===== config.mk =====
export PLATFORM = sky130hd
export DESIGN_NAME = ddr_rank_init
export DESIGN_NICKNAME = d
export VERILOG_FILES = /design/src/rtl/ddr_rank_init.sv
export SDC_FILE = /design/constraint.sdc
export NUM_CORES = 1
export LEC_CHECK = 0
export BUFFER_PORTS_ARGS = -buffer_cell sky130_fd_sc_hd__buf_2
export CELL_PAD_IN_SITES_DETAIL_PLACEMENT = 0
export CELL_PAD_IN_SITES_GLOBAL_PLACEMENT = 2
export CORE_MARGIN = 4
export CORE_UTILIZATION = 30
export DETAILED_ROUTE_END_ITERATION = 7
export GPL_ROUTABILITY_DRIVEN = 0
export GPL_TIMING_DRIVEN = 0
export PLACE_DENSITY_LB_ADDON = 0.15
export SLEW_MARGIN = 5
export SYNTH_ARGS = -nofsm -noshare
export SYNTH_HDL_FRONTEND = slang
export SYNTH_SLANG_ARGS = --single-unit

===== constraint.sdc =====
create_clock -name clk -period 3.06 [get_ports clk]
set_input_delay 0 -clock clk [delete_from_list [all_inputs] [get_ports clk]]
set_output_delay 0 -clock clk [all_outputs]
set_load 0.02 [all_outputs]

===== src/rtl/ddr_rank_init.sv =====
module ddr_rank_init #(
  parameter int CLK_MHZ    = 200,
  parameter int STARTUP_US = 200,
  parameter int MRS_US     = 1,
  parameter int REF_US     = 100,
  parameter int GAP_CYC    = 2,
  parameter int REF_COUNT  = 8,
  parameter int RANKS      = 4,
  parameter int END_W      = 8,
  parameter int ADDR_W     = 32,
  parameter int BASE_SHIFT = 25,
  localparam int RW        = (RANKS > 1) ? $clog2(RANKS) : 1
) (
  input  logic                   clk,
  input  logic                   rst_n,
  input  logic [RW-1:0]          rank_top,
  input  logic [1:0]             cas_code,
  input  logic                   bl8,
  input  logic [RANKS*END_W-1:0] rank_end,
  output logic [2:0]             cmd,
  output logic [ADDR_W-1:0]      addr,
  output logic                   cmd_stb,
  output logic                   done
);
  localparam int INIT_CYC = STARTUP_US * CLK_MHZ;
  localparam int MRS_CYC  = MRS_US * CLK_MHZ;
  localparam int REF_CYC  = REF_US * CLK_MHZ;
  localparam int LAST     = REF_COUNT + 6;
  localparam int SW       = $clog2(LAST + 1);
  localparam int CW       = $clog2(INIT_CYC + REF_CYC + MRS_CYC + GAP_CYC + 1);

  localparam logic [2:0] C_NORMAL = 3'd0;
  localparam logic [2:0] C_NOP    = 3'd1;
  localparam logic [2:0] C_PRE    = 3'd2;
  localparam logic [2:0] C_MRS    = 3'd3;
  localparam logic [2:0] C_CBR    = 3'd4;

  logic [SW-1:0]     step;
  logic [RW-1:0]     rank;
  logic [CW-1:0]     wcnt;
  logic              fin;
  logic [ADDR_W-1:0] base;
  logic [2:0]        s_cmd;
  logic [ADDR_W-1:0] s_off;
  logic [CW-1:0]     s_wait;
  logic [END_W-1:0]  end_sel;

  wire [2:0] cas_f = (cas_code == 2'b01) ? 3'b010 :
                     (cas_code == 2'b10) ? 3'b110 : 3'b011;
  wire [2:0] bl_f  = bl8 ? 3'b011 : 3'b010;
  wire [9:0] mode  = {cas_f, 1'b1, bl_f, 3'b000};

  assign end_sel = rank_end[rank*END_W +: END_W];

  always_comb begin
    s_cmd  = C_NORMAL;
    s_off  = '0;
    s_wait = CW'(GAP_CYC);
    if (step == SW'(0)) begin
      s_cmd = C_NOP;
    end else if (step == SW'(1) || step == SW'(4)) begin
      s_cmd = C_PRE;
    end else if (step == SW'(2)) begin
      s_cmd  = C_MRS;
      s_off  = ADDR_W'(32'h2000);
      s_wait = CW'(MRS_CYC);
    end else if (step == SW'(3)) begin
      s_cmd  = C_MRS;
      s_off  = ADDR_W'(32'h800);
      s_wait = CW'(MRS_CYC);
    end else if (step <= SW'(4 + REF_COUNT)) begin
      s_cmd  = C_CBR;
      s_wait = CW'(REF_CYC);
    end else if (step == SW'(5 + REF_COUNT)) begin
      s_cmd = C_MRS;
      s_off = ADDR_W'(mode);
    end
  end

  always_ff @(posedge clk) begin
    if (!rst_n) begin
      step    <= '0;
      rank    <= '0;
      wcnt    <= CW'(INIT_CYC - 1);
      fin     <= 1'b0;
      base    <= '0;
      cmd     <= C_NOP;
      addr    <= '0;
      cmd_stb <= 1'b0;
      done    <= 1'b0;
    end else begin
      cmd_stb <= 1'b0;
      done    <= fin;
      if (!fin) begin
        if (wcnt != '0) begin
          wcnt <= wcnt - 1'b1;
        end else begin
          cmd_stb <= 1'b1;
          cmd     <= s_cmd;
          addr    <= base + s_off;
          wcnt    <= s_wait - 1'b1;
          if (step == SW'(LAST)) begin
            step <= '0;
            if (rank == rank_top) begin
              fin <= 1'b1;
            end else begin
              rank <= rank + 1'b1;
              base <= ADDR_W'(end_sel) << BASE_SHIFT;
            end
          end else begin
            step <= step + 1'b1;
          end
        end
      end
    end
  end
endmodule


==> key figures <==
Pwr
  – P per Cell Area: 372.7 nW/um^2
  – Sequential share of power: ~53%
  – Internal power: 0.9199 mW
  – Combinational share of power: 8.1%
  – Peak supply drop: 0.1911 mV
  – Switching Fraction: 22.73%
  – Clock network fraction of total power: 38.9%
  – Psw: approximately 0.27 mW
  – Leak pwr: between 1 and 1.5 nW
  – Pwr Total: 1.191 mW

Global routing
  – Global-route wire length before repair: 10.62 mm
  – Total grt overflow: 0
  – Number of global-route vias before repair: 2082
  – Largest net degree at the start of global routing: 15
  – GRT Overall Usage: 13.23%
  – Initial antenna violation count: 0

Floorplan
  – Num ports: 76
  – Die X: 101.3 um
  – Die H: 101.3 um
  – Num rows: 33
  – Core region area: 8341 um^2
  – DIE AREA: 10250 um^2
  – Starting Density: 31.28%

Critical path
  – Crit Path Class: reg -> reg
  – CP arrival: 3.00 ns
  – Crit end category: flop
  – Worst setup startpoint: wcnt[9]
  – CP Data Required Time: 3.30 ns
  – CP Launch Type: flop
  – R2R cell count: 10
  – RR Startpoint: wcnt[9]
  – CP max FO: 8

Finish
  – Layout Nets: 408
  – Most common cell after layout, fill and taps aside: buf_2
  – ANT cells: 0
  – Final Util: between 30% and 40%
  – Most frequent cells in the layout: buf_2 (58), dfxtp_1 (48), nand2_1 (41)
  – Fill cell count: 867
  – Non-Filler Instances: 473
  – Synthesis-to-finish area growth: 22.45%
  – Layout cells sized above 1: 28.26%

STA
  – Fin Setup TNS: 0 ns
  – Post-Route Skew: slightly below 0.006 ns
  – RSZ-0062 raised after global routing: false
  – Slew HR: 39.91%
  – Minimum clock period: around 2.8 ns
  – Final Slew Violations: 0
  – FMAX: 362.5 MHz
  – Hold Slack: 0.1232 ns
  – Worst-Margin Slew: 0.8945 ns
  – Period utilization: 90.14%
  – Final hold vios: 0
  – Setup violations, final: 0

Place
  – IO buf count: 54
  – Inst Count DP: 464
  – Post-DP HPWL: 4.922 mm

Clock tree
  – CTS Buffer Depth: 2
  – CTS tree: done
  – Worst skew pair latency: 0.30 ns
  – Clock Sinks: 48
  – Reg clk slew, reported paths: roughly 0.090 ns
  – Htree depth: 2
  – Clock root cell: clkbuf_8
  – Number of buffers created by CTS: 5

Synth
  – FFs w/ async S/R, synth: 0%
  – Post-synth EDFFs: 0
  – Mean Syn Cell Area: approximately 9 um^2
  – Post-Syn Area: 2609 um^2
  – Unique masters post-synth: 51
  – Post-synthesis sequential area ratio: between 30 and 40%
  – Yosys reg bits: 48
  – Synth warn: 0
  – Top FF cell, synth: dfxtp_1
  – Post-Syn Instances: 289

Hold path
  – Cell count of the worst hold path: 4
  – Worst hold start: cas_code[1]
  – Hold Path Class: in -> reg

Run
  – Max_cap viols: 0

Detailed routing
  – DRT antenna net count: 0
  – 1st-pass router iterations: 4
  – Avg WL per Cell: 14.00 um
  – DRC: 0
  – Initial DRC Count: 61
  – Vias: between 2000 and 2500
  – Vias per std cell: 4.710
  – Final wirelength: 6.624 mm

Run status
  – Status: finished clean
-- registers in the layout (all words and copies together), names as in the netlist --
| name | flops |
|---|---|
| wcnt | 16 |
| addr | 13 |
| base | 7 |
| step | 4 |
| cmd | 3 |
| rank | 2 |
| cmd_stb | 1 |
| done | 1 |
| fin | 1 |
-- repair_timing --
action                                 in CTS  in global routing
endpoints found under the hold margin       2                  0
gates resized for setup                     0                  1
setup endpoints to repair                   0                  1
hold buffers                                2                  0
setup buffers                               0                  0
-- routing by layer --
layer | GRT usage (%) | vias up | share of wire, %
met5 | 0 | - | 0
met4 | 3.681 | 0 | 1.1
met3 | 2.893 | 5 | 4.9
met2 | 21.68 | 49 | 46
met1 | 17.55 | 1023 | 48
li1 | - | 1151 | -
-- stage by stage --
step           setup WS (ns)  cell area, um^2
2_1_floorplan         0.5447             2669
3_3_place_gp          0.1688             3070
3_5_place_dp          0.1951             3070
4_1_cts               0.1533             3198
5_1_grt              0.04674             3194
6_report              0.3016             3194
-- critical path, cell delays in order, from the launching register on --
cell,delay (ns)
dfxtp_1,0.48
nor3_1,0.13
nand4_2,0.23
nor2_1,0.13
a21oi_1,0.16
ha_1,0.17
or4b_1,0.51
nor3_1,0.19
o31ai_2,0.15
or4_1,0.41
a21boi_1,0.14
-- worst paths after layout --
check | to | slack, ns
hold reg to reg | addr[7] | 0.46
hold / removal | addr[7] | 0.12
setup reg to reg | wcnt[8] | 0.30
setup / recovery | wcnt[8] | 0.30
-- cell usage after synthesis, types with 7 or more instances --
cell / count / share of area (%)
o21ai_0: 9 / 1.7
a31oi_1: 7 / 1.7
nand2_1: 41 / 5.9
dfxtp_1: 48 / 37
a21boi_0: 16 / 4.6
nand3_1: 12 / 2.3
nor2b_1: 10 / 2.4
buf_4: 20 / 5.8
mux2i_1: 12 / 4.6
clkbuf_1: 12 / 1.7
mux4_2: 7 / 6.0
nor2_1: 11 / 1.6
-- layout make-up --
| type | instances | area, um^2 | area share, % |
|---|---|---|---|
| multi-input combinational | 215 | 1460 | 45.71 |
| sequential | 48 | 960.9 | 30.08 |
| timing repair buffer | 56 | 290.3 | 9.087 |
| buffer | 36 | 225.2 | 7.051 |
| tap | 105 | 131.4 | 4.113 |
| clock buffer | 6 | 72.57 | 2.272 |
| clock inverter | 2 | 35.03 | 1.097 |
| inverter | 5 | 18.77 | 0.5875 |
-- power groups by stage --
stage	registers [mW]	logic, mW	clock network [mW]
2_1_floorplan	0.645	0.0641	0
6_report	0.631	0.0961	0.463
5_1_grt	0.632	0.106	0.506
3_3_place_gp	0.646	0.0941	0
3_5_place_dp	0.646	0.0943	0
4_1_cts	0.631	0.0967	0.481
-- cell families (layout without fill, tap and decap cells) --
family                   count (synthesis)  in the layout  synth area share [%]
AO/OA/AOI/OAI                           60             60                 16.74
XOR/XNOR                                 9              9                 3.021
adder cells (fa/ha/maj)                  2              2                0.9591
buffers and inverters                   42            105                 9.496
flip-flops                              48             48                 36.83
multiplexers                            19             19                 10.65
other                                    1             17                0.1437
AND/OR/NAND/NOR                        108            108                 22.16
No activity file was read; power rests on OpenSTA's default activity.
